[src/rtl/sle_pkg.sv]
package sle_pkg;
  typedef enum logic [1:0] {
    ST_IDLE  = 2'd0,
    ST_SPEC  = 2'd1,
    ST_DRAIN = 2'd2
  } sle_state_e;
endpackage

[src/rtl/sle_wbuf.sv]
// Merging speculative write buffer: one entry per distinct word address,
// allocated in order, read out by index for the drain.
module sle_wbuf #(
  parameter int DEPTH = 8,
  parameter int AW    = 32,
  parameter int DW    = 32,
  parameter int LOB   = 4,
  localparam int IW   = $clog2(DEPTH),
  localparam int CW   = $clog2(DEPTH + 1),
  localparam int LW   = AW - LOB
) (
  input  logic          clk,
  input  logic          rst_n,
  input  logic          clr_i,
  input  logic          wr_en_i,
  input  logic [AW-1:0] addr_i,
  input  logic [DW-1:0] wdata_i,
  output logic          hit_o,
  output logic [DW-1:0] hit_data_o,
  output logic          line_hit_o,
  input  logic [LW-1:0] snp_line_i,
  output logic          snp_hit_o,
  output logic          full_o,
  output logic [CW-1:0] cnt_o,
  input  logic [IW-1:0] rd_idx_i,
  output logic [AW-1:0] rd_addr_o,
  output logic [DW-1:0] rd_data_o
);
  logic [AW-1:0]    addr_q [DEPTH];
  logic [DW-1:0]    data_q [DEPTH];
  logic [DEPTH-1:0] vld_q;
  logic [CW-1:0]    cnt_q;
  logic [DEPTH-1:0] m_word, m_line, m_snp, m_alloc;

  for (genvar g = 0; g < DEPTH; g++) begin : g_ent
    assign m_word[g]  = vld_q[g] && (addr_q[g] == addr_i);
    assign m_line[g]  = vld_q[g] && (addr_q[g][AW-1:LOB] == addr_i[AW-1:LOB]);
    assign m_snp[g]   = vld_q[g] && (addr_q[g][AW-1:LOB] == snp_line_i);
    assign m_alloc[g] = (cnt_q == CW'(g));
  end

  assign hit_o      = |m_word;
  assign line_hit_o = |m_line;
  assign snp_hit_o  = |m_snp;
  assign full_o     = (cnt_q == CW'(DEPTH));
  assign cnt_o      = cnt_q;
  assign rd_addr_o  = addr_q[rd_idx_i];
  assign rd_data_o  = data_q[rd_idx_i];

  always_comb begin
    hit_data_o = '0;
    for (int i = 0; i < DEPTH; i++)
      if (m_word[i]) hit_data_o = data_q[i];
  end

  always_ff @(posedge clk or negedge rst_n) begin
    if (!rst_n) begin
      vld_q <= '0;
      cnt_q <= '0;
    end else if (clr_i) begin
      vld_q <= '0;
      cnt_q <= '0;
    end else if (wr_en_i && !hit_o && !full_o) begin
      vld_q <= vld_q | m_alloc;
      cnt_q <= cnt_q + 1'b1;
    end
  end

  always_ff @(posedge clk) begin
    if (wr_en_i) begin
      for (int i = 0; i < DEPTH; i++) begin
        if (m_word[i] || (!hit_o && !full_o && m_alloc[i])) begin
          addr_q[i] <= addr_i;
          data_q[i] <= wdata_i;
        end
      end
    end
  end
endmodule

[src/rtl/sle_rset.sv]
// Read-line tracking set: records each distinct line loaded in the region.
module sle_rset #(
  parameter int DEPTH = 16,
  parameter int LW    = 28,
  localparam int CW   = $clog2(DEPTH + 1)
) (
  input  logic          clk,
  input  logic          rst_n,
  input  logic          clr_i,
  input  logic          add_en_i,
  input  logic [LW-1:0] add_line_i,
  output logic          present_o,
  output logic          full_o,
  input  logic [LW-1:0] snp_line_i,
  output logic          snp_hit_o
);
  logic [LW-1:0]    line_q [DEPTH];
  logic [DEPTH-1:0] vld_q;
  logic [CW-1:0]    cnt_q;
  logic [DEPTH-1:0] m_add, m_snp, m_alloc;

  for (genvar g = 0; g < DEPTH; g++) begin : g_ent
    assign m_add[g]   = vld_q[g] && (line_q[g] == add_line_i);
    assign m_snp[g]   = vld_q[g] && (line_q[g] == snp_line_i);
    assign m_alloc[g] = (cnt_q == CW'(g));
  end

  assign present_o = |m_add;
  assign snp_hit_o = |m_snp;
  assign full_o    = (cnt_q == CW'(DEPTH));

  always_ff @(posedge clk or negedge rst_n) begin
    if (!rst_n) begin
      vld_q <= '0;
      cnt_q <= '0;
    end else if (clr_i) begin
      vld_q <= '0;
      cnt_q <= '0;
    end else if (add_en_i && !present_o && !full_o) begin
      vld_q <= vld_q | m_alloc;
      cnt_q <= cnt_q + 1'b1;
    end
  end

  always_ff @(posedge clk) begin
    if (add_en_i && !present_o && !full_o) begin
      for (int i = 0; i < DEPTH; i++)
        if (m_alloc[i]) line_q[i] <= add_line_i;
    end
  end
endmodule

[src/rtl/sle_buffer.sv]
module sle_buffer
  import sle_pkg::*;
#(
  parameter int AW       = 32,
  parameter int DW       = 32,
  parameter int LOB      = 4,
  parameter int WB_DEPTH = 8,
  parameter int RD_DEPTH = 16,
  localparam int LW      = AW - LOB,
  localparam int WIW     = $clog2(WB_DEPTH),
  localparam int WCW     = $clog2(WB_DEPTH + 1)
) (
  input  logic          clk,
  input  logic          rst_n,
  input  logic          start_i,
  input  logic [AW-1:0] start_addr_i,
  input  logic [DW-1:0] start_old_i,
  output logic          active_o,
  input  logic          req_valid_i,
  output logic          req_ready_o,
  input  logic          req_we_i,
  input  logic [AW-1:0] req_addr_i,
  input  logic [DW-1:0] req_wdata_i,
  output logic          fwd_hit_o,
  output logic [DW-1:0] fwd_data_o,
  output logic          own_valid_o,
  output logic [AW-1:0] own_addr_o,
  input  logic          snp_valid_i,
  output logic          snp_ready_o,
  input  logic          snp_write_i,
  input  logic [LW-1:0] snp_line_i,
  output logic          drain_valid_o,
  input  logic          drain_ready_i,
  output logic [AW-1:0] drain_addr_o,
  output logic [DW-1:0] drain_data_o,
  output logic          commit_o,
  output logic          abort_o
);
  sle_state_e    state_q;
  logic [AW-1:0] lock_addr_q;
  logic [DW-1:0] lock_old_q;
  logic [WCW-1:0] idx_q;
  logic          abort_q, commit_q;

  logic          in_spec, in_drain;
  logic          wb_hit, wb_line_hit, wb_snp_hit, wb_full, wb_wr;
  logic [DW-1:0] wb_hit_data;
  logic [WCW-1:0] wb_cnt;
  logic          rs_present, rs_full, rs_snp_hit, rs_add;
  logic          snp_conflict, snp_abort;
  logic          req_fire, st_lock, st_commit, st_clobber, wb_ovf, rs_ovf;
  logic          abort_ev, drain_done, clr;

  assign in_spec  = (state_q == ST_SPEC);
  assign in_drain = (state_q == ST_DRAIN);

  // Snoop side: conflicts abort while speculating, stall while draining.
  assign snp_conflict = (snp_write_i && rs_snp_hit) || wb_snp_hit;
  assign snp_abort    = in_spec && snp_valid_i && snp_conflict;
  assign snp_ready_o  = in_drain ? !wb_snp_hit : 1'b1;

  // Core side.
  assign req_ready_o = in_spec && !(snp_valid_i && snp_conflict);
  assign req_fire    = req_valid_i && req_ready_o;
  assign st_lock     = req_we_i && (req_addr_i == lock_addr_q);
  assign st_commit   = req_fire && st_lock && (req_wdata_i == lock_old_q);
  assign st_clobber  = req_fire && st_lock && (req_wdata_i != lock_old_q);
  assign wb_ovf      = req_fire && req_we_i && !st_lock && !wb_hit && wb_full;
  assign rs_ovf      = req_fire && !req_we_i && !rs_present && rs_full;
  assign wb_wr       = req_fire && req_we_i && !st_lock && !wb_ovf;
  assign rs_add      = req_fire && !req_we_i;

  assign abort_ev    = snp_abort || st_clobber || wb_ovf || rs_ovf;
  assign drain_done  = in_drain && (idx_q == wb_cnt);
  assign clr         = abort_ev || drain_done;

  assign own_valid_o = wb_wr && !wb_line_hit;
  assign own_addr_o  = {req_addr_i[AW-1:LOB], {LOB{1'b0}}};
  assign fwd_hit_o   = in_spec && wb_hit;
  assign fwd_data_o  = wb_hit_data;

  assign drain_valid_o = in_drain && (idx_q < wb_cnt);
  assign active_o      = in_spec;
  assign commit_o      = commit_q;
  assign abort_o       = abort_q;

  sle_wbuf #(
    .DEPTH(WB_DEPTH), .AW(AW), .DW(DW), .LOB(LOB)
  ) u_wbuf (
    .clk        (clk),
    .rst_n      (rst_n),
    .clr_i      (clr),
    .wr_en_i    (wb_wr),
    .addr_i     (req_addr_i),
    .wdata_i    (req_wdata_i),
    .hit_o      (wb_hit),
    .hit_data_o (wb_hit_data),
    .line_hit_o (wb_line_hit),
    .snp_line_i (snp_line_i),
    .snp_hit_o  (wb_snp_hit),
    .full_o     (wb_full),
    .cnt_o      (wb_cnt),
    .rd_idx_i   (idx_q[WIW-1:0]),
    .rd_addr_o  (drain_addr_o),
    .rd_data_o  (drain_data_o)
  );

  sle_rset #(
    .DEPTH(RD_DEPTH), .LW(LW)
  ) u_rset (
    .clk        (clk),
    .rst_n      (rst_n),
    .clr_i      (clr),
    .add_en_i   (rs_add),
    .add_line_i (req_addr_i[AW-1:LOB]),
    .present_o  (rs_present),
    .full_o     (rs_full),
    .snp_line_i (snp_line_i),
    .snp_hit_o  (rs_snp_hit)
  );

  always_ff @(posedge clk or negedge rst_n) begin
    if (!rst_n) begin
      state_q     <= ST_IDLE;
      lock_addr_q <= '0;
      lock_old_q  <= '0;
      idx_q       <= '0;
      abort_q     <= 1'b0;
      commit_q    <= 1'b0;
    end else begin
      abort_q  <= abort_ev;
      commit_q <= drain_done;
      unique case (state_q)
        ST_IDLE: begin
          if (start_i) begin
            lock_addr_q <= start_addr_i;
            lock_old_q  <= start_old_i;
            state_q     <= ST_SPEC;
          end
        end
        ST_SPEC: begin
          if (abort_ev) begin
            state_q <= ST_IDLE;
          end else if (st_commit) begin
            idx_q   <= '0;
            state_q <= ST_DRAIN;
          end
        end
        ST_DRAIN: begin
          if (drain_done)
            state_q <= ST_IDLE;
          else if (drain_ready_i)
            idx_q <= idx_q + 1'b1;
        end
        default: state_q <= ST_IDLE;
      endcase
    end
  end
endmodule

[config.mk]
export PLATFORM = sky130hd
export DESIGN_NAME = sle_buffer
export DESIGN_NICKNAME = d
export VERILOG_FILES = /design/src/rtl/sle_pkg.sv /design/src/rtl/sle_wbuf.sv /design/src/rtl/sle_rset.sv /design/src/rtl/sle_buffer.sv
export SDC_FILE = /design/constraint.sdc
export NUM_CORES = 2
export LEC_CHECK = 0
export CAP_MARGIN = 20
export CORE_MARGIN = 8
export CORE_UTILIZATION = 38
export DETAILED_ROUTE_END_ITERATION = 10
export HOLD_SLACK_MARGIN = 0.02
export PLACE_DENSITY = 0.58
export SYNTH_ARGS = -nofsm -noshare
export SYNTH_HDL_FRONTEND = slang
export SYNTH_SLANG_ARGS = --single-unit
[constraint.sdc]
create_clock -name clk -period 11.3 [get_ports clk]
set_input_delay 2.825 -clock clk [delete_from_list [all_inputs] [get_ports clk]]
set_output_delay 2.825 -clock clk [all_outputs]
set_load 0.05 [all_outputs]
; ---- Word level (Yosys, flattened, before mapping)
; Memories as Yosys holds them, arrays and structs flattened.
; Cells that the tools add are included.
[totals]
wordCells = 398
reg_bits = 105
output_inout_bits = 136
in_bits = 164
memories = 3
ram_bits = 960
[mem_list]
columns = name, words, width, rd, rd_clocked_by_memory_dff, wr, line_no
row1 = u_rset.line_q, 16, 28, 16, 0, 1, sle_rset.sv:17  ; logic [LW-1:0] line_q [DEPTH];
row2 = u_wbuf.addr_q, 8, 32, 9, 0, 8, sle_wbuf.sv:29  ; logic [AW-1:0] addr_q [DEPTH];
row3 = u_wbuf.data_q, 8, 32, 9, 0, 8, sle_wbuf.sv:30  ; logic [DW-1:0] data_q [DEPTH];
[classes]
reduce_logical = 142
addsub = 3
n_lt_le_gt_ge = 1
mux = 144
bitwise_logic = 2
n_eq_ne = 93
[ops]
columns = operator, n
row1 = equality test 28 bit, 48
row2 = two-way mux 28 bit, 15
row3 = OR reduction 28 bit, 15
row4 = equality test 32 bit, 10
row5 = two-way mux 32 bit, 8
row6 = logical AND 1 bit, 90
row7 = two-way mux 1 bit, 88
row8 = two-way mux 4 bit, 21
row9 = equality test 5 x 4 -> 1 bit (second input constant), 8
row10 = two-way mux 16 bit, 2
row11 = inequality test 32 bit, 1
row12 = OR reduction 16 bit, 2
row13 = OR reduction 8 bit, 3
row14 = equality test 5 x 3 -> 1 bit (second input constant), 4
row15 = equality test 4 x 3 -> 1 bit (second input constant), 4
row16 = two-way mux 8 bit, 2
row17 = OR 16 bit, 1
row18 = logical OR 1 bit, 13
row19 = equality test 5 x 2 -> 1 bit (second input constant), 2
row20 = zero test 1 bit, 10
row21 = two-way mux 5 bit, 2
row22 = adder 4 x 1 -> 4 bit (second input constant), 2
row23 = equality test 4 x 2 -> 1 bit (second input constant), 2
row24 = two-way mux 2 bit, 4
row25 = 22 further kinds, 28

; ---- Logic depth before layout (Yosys ltp)
; An unclocked memory read counts as a cell.
[logic_depth]
ltp_word = 31
mapped_depth = 14
ltp_nobuf = 9

; ---- Cells and area by module
; A second synthesis with hierarchy kept.
[hier_totals]
hier_cells = 4180
hier_area_um2 = 57208.6
[modules_own_cells]
columns = mod, seq_area_each_um2, area_per_inst_um2, n_inst, cells_each
row1 = sle_wbuf, 15675.0, 27908.0, 1, 1949
row2 = sle_rset, 13978.4, 25316.8, 1, 1891
row3 = sle_buffer, 1801.7, 3983.8, 1, 340

; ---- Worst setup path after synthesis
; Ideal clock, no wire load.
[synth_path]
path_type = input-to-reg
from = in snp_line_i[3]
to = mem u_wbuf.addr_q[0][0] (enable)
arrival_ns = 9.360
path_stages = 10
slack_ns = 1.359
t_required_ns = 10.718
path_cell_list = buf_2 buf_4 buf_2 xor2_1 nor4_1 nand4_1 nand4_1 o41ai_2 nand2_1 a211oi_1
[synth_rtl]
columns = item, line_no
row1 = start: declaration, sle_buffer.sv:31  ; input logic [LW-1:0] snp_line_i,
row2 = end: declaration, sle_wbuf.sv:29

; ---- Final worst setup path
[layout_path]
from = in req_addr_i[0]
to = out fwd_hit_o
[layout_via]
elab_chain_cells = 4
[layout_rtl]
columns = item, line_no
row1 = start: declaration, sle_buffer.sv:22  ; input logic [AW-1:0] req_addr_i,
row2 = equality test 32 bit, sle_wbuf.sv:36  ; assign m_word[g] = vld_q[g] && (addr_q[g] == addr_i);
row3 = logical AND 1 bit, sle_wbuf.sv:36
row4 = OR reduction 8 bit (*), sle_wbuf.sv:42  ; assign hit_o = |m_word;
row5 = logical AND 1 bit (*), sle_buffer.sv:79  ; assign fwd_hit_o = in_spec && wb_hit;
row6 = end: declaration, sle_buffer.sv:24  ; output logic fwd_hit_o,
; Every way passes the cells marked *; elsewhere a longest branch is shown, timed or not.

==> impl_metrics.ini <==
[worst_setup_path]
path_cells = clkdlybuf4s50_1, xnor2_1, nand4_1, or4_2, and4_1, and2_1, nor2_1, clkdlybuf4s50_1
slowest_stage = or4_2
timing.critical_path.buf_inv = 2
cp-end-kind = output pin
arrival_ns = 7.57
regToRegEndpoint = u_wbuf.addr_q[3][14]
critical_path_peak_fanout = 34
cp_dominant_cell_by_count = clkdlybuf4s50_1
reg2reg_from = u_wbuf.addr_q[3][6]
worst_setup_path_startpoint = req_addr_i[0]
r2r_cells = 12
r2r_setup_slack_ns = 5.75
worst_setup_path_start_kind = input pin
timing_worst_setup_path_type = in2out
timing.critical_path.max_delay_family = simple AND/OR/NAND/NOR gates
cp_slowest_stage_delay_ns = 1.23
crit_required_ns = 8.48

[cts]
tritoncts = built
number_of_buffers_between_clock_root_and_the_deepest_sink = 3
cts_made_buffers = 120
cts_num_sinks = 1065
clk_latency_ns = 0.78
post_cts.resized_instances = 0
cts_hold_repair.buffers = 0
post_cts_buffers = 0
cts-root-buf = clkbuf_16
cts_htree_levels = 3
clock_pin_transition_on_the_worst_setup_and_hold_timing_paths_ns = 0.06

[yosys]
share_of_synthesized_area_spent_on_multiplexers = 0.08055
synth_warnings = 0
mappedNetlistArea_um2 = 57800
postSynth.topFlopCell = edfxtp_1
synth-async-reset-ratio = 0.09859
synth_top_family_by_area = XOR/XNOR gates
synth_instances = 4375
synth_fa_ha_area_frac = 0.003680
syn_avg_cell_area_um2 = 13.21
synth-edff-count = 960
synth-xor-area-share = 0.2177
sequential_cell_area_fraction_in_the_yosys_report = 0.5442
synth_compound_area_frac = 0.03156
synth_seq_cells = 1065
number_of_distinct_library_cells_after_synthesis = 68
synth-simple-area-share = 0.09088

[final_layout]
finish.net_count = 4846
signed_area_change_from_the_synthesized_netlist_to_the_final_layout_pct = 16.29
drive_above_1_share = 0.1598

[power_and_ir_drop]
leakagePower_nw = 21.15
finalPower_mw = 10.50
max-vdd-ir-drop_v = 0.0001280
power.density_cell_area_nw_per_um2 = 156.2

[route]
post-route-drc-count = 0
detailedRoute.firstIterationViolations = 5252
route.vias.total = 40610
antenna_left = 0
avgRoutedWirePerCell_um = 34.49
detailedRoute.firstPassIterationCount = 6
avgViaCountPerCell = 5.969
routed_wire_length_um = 234700

[sta]
slew-limit-headroom = 0.1759
final-max-slew-violation-count = 0
final.period_utilization = 0.9195
finClkSkew_ns = 0.06694
layout_min_cycle_time_ns = 10.39
timing_worst_slew_pin_value_ns = 1.236
number_of_endpoints_failing_setup_at_the_final_stage = 0
clock.fmax_mhz = 96.25
final_hold_vio_count = 0
unrepaired_setup_endpoints_after_global_routing = false
fin_setup_tns_ns = 0

[job]
cap_viol_max_count = 0

[worst_hold_path]
timing.hold.worst_endpoint = lock_old_q[12]
hold_path_class = reg2reg
hold_path_startpoint = lock_old_q[12]
hold_path_stages = 1

[global_routing]
grt.met3_usage = 0.05488
grt_max_degree = 67
grt_most_used_layer = met2
global_route.usage.total = 0.2761
first_global_vias = 39890
grt_antenna_before_repair = 14
grt_remaining_overflow = 0
grt_pass1_wl_um = 324000
met1_usage = 0.3850
gr-usage-met2 = 0.4311

[floorplan]
die-height_um = 406.0
start_util = 0.3814
fp-row-count = 143
placeableCoreArea_um2 = 151500
floorplan.die.width_um = 406.0
die_area_um2 = 164800
top_level_ports = 300

[placement]
place_congestion = 0.9799
dp.final_hpwl_um = 158600
portBuffers = 295

[outcome]
run_status = finished clean
[report_power, final]
group | leakage [nW] | switching, mW | internal [mW]
Sequential | 9.93 | 0.222 | 4.54
Combinational | 9.29 | 1.10 | 0.626
Clock | 1.92 | 1.73 | 2.27
[cells in the mapped netlist (6+ instances only)]
| master | count | area, um^2 |
|---|---|---|
| edfxtp_1 | 960 | 28830 |
| nand4b_1 | 8 | 70.07 |
| and3_1 | 7 | 43.79 |
| or4_1 | 10 | 75.07 |
| nand2_1 | 128 | 480.5 |
| mux2_2 | 129 | 1453 |
| nor4_1 | 182 | 1139 |
| nor2_1 | 126 | 473.0 |
| and2_1 | 34 | 212.7 |
| buf_1 | 14 | 52.55 |
| xnor2_1 | 982 | 8601 |
| buf_6 | 7 | 78.83 |
| buf_2 | 154 | 770.7 |
| nand3_1 | 66 | 330.3 |
| nor3_1 | 34 | 170.2 |
| or3b_2 | 6 | 52.55 |
| nand2b_1 | 7 | 43.79 |
| xor2_1 | 449 | 3933 |
| buf_4 | 52 | 390.4 |
| a22oi_1 | 9 | 67.56 |
| mux2i_1 | 32 | 320.3 |
| dfrtp_1 | 105 | 2628 |
| mux4_2 | 128 | 2883 |
| inv_1 | 56 | 210.2 |
| o21ba_4 | 12 | 195.2 |
| ha_1 | 17 | 212.7 |
| o21ai_0 | 113 | 565.5 |
| clkbuf_1 | 82 | 307.8 |
| a221oi_1 | 32 | 280.3 |
| a211oi_1 | 35 | 262.8 |
| a21oi_1 | 21 | 105.1 |
| nand4_1 | 305 | 1908 |
[placed cells by master (no fill, tap or decap), drive strengths merged, types with 8 or more instances in the layout]
cell type | synthesis | routed
nand4b | 8 | 8
nand4 | 305 | 305
a211oi | 36 | 36
xnor2 | 985 | 985
nor3 | 34 | 34
mux4 | 128 | 128
o21ba | 15 | 15
buf | 227 | 237
or4 | 11 | 11
ha | 17 | 17
mux2i | 32 | 32
clkinv | 0 | 54
clkdlybuf4s50 | 0 | 237
a21oi | 21 | 21
a221oi | 32 | 32
mux2 | 129 | 129
nor4 | 182 | 182
bufinv | 0 | 12
edfxtp | 960 | 960
inv | 56 | 58
nand2 | 128 | 128
dfrtp | 105 | 105
clkbuf | 82 | 145
o21ai | 114 | 114
nand3 | 66 | 66
and2 | 35 | 35
xor2 | 449 | 449
a22oi | 9 | 9
nor2 | 126 | 126
clkinvlp | 0 | 12
[per-layer routing]
| metal | routed length, um | part of all wire |
|---|---|---|
| met2 | 105900 | 0.45 |
| met4 | 9447 | 0.040 |
| met5 | 34 | 0.00014 |
| met3 | 21730 | 0.093 |
| met1 | 97550 | 0.42 |
[per-stage QoR]
stage                     hold WS [ns]  instance area [um^2]  utilization  cells  worst slack [ns]
after floorplan                 0.4715                 57810            -   4378             1.359
after global placement          0.5091                 63180       0.4169   6571            0.5942
after detailed placement        0.5149                 63200       0.4170   6572             1.057
after CTS                       0.5280                 67180       0.4433   6797             1.058
after global routing            0.5368                 67200       0.4435   6801            0.8453
final                           0.5256                 67210       0.4435   6804            0.9099
[state kept, by name (all words and copies together), names as in the netlist]
register and flops:
abort_o 1, commit_o 1, idx_q 4, lock_addr_q 32, lock_old_q 32, state_q 2
u_rset.cnt_q 5, u_rset.line_q 448, u_rset.vld_q 16, u_wbuf.addr_q 256, u_wbuf.cnt_o 4, u_wbuf.data_q 256
u_wbuf.vld_q 8
[logic make-up after synthesis]
kind of cell,count (synthesis)
DFF,1065
xor gates and xnor gates,1434
muxes,289
buffers and inverters,365
AOI/OAI and AO/OA,259
other,1
and+or+nand+nor,945
adders and majority gates,17
[cell type report]
cell class / count / area, um^2
Sequential cell: 1065 / 31470
Multi-Input combinational cell: 2948 / 24810
Fill cell: 13830 / 84330
Clock buffer: 145 / 3168
Antenna cell: 6 / 15.01
Clock inverter: 80 / 817.0
Timing Repair Buffer: 474 / 4190
Tap cell: 2030 / 2540
Inverter: 56 / 210.2
[how the worst max path moves through the flow]
stage | slack, ns | to | cells after the start
after CTS | 1.06 | fwd_hit_o | 8
after global placement | 0.59 | fwd_data_o[9] | 11
after floorplan | 1.36 | u_wbuf.addr_q[0][0] | 10
after global routing | 0.85 | fwd_hit_o | 8
after detailed placement | 1.06 | fwd_hit_o | 8
final | 0.91 | fwd_hit_o | 8
No activity file was read; power rests on OpenSTA's default activity.
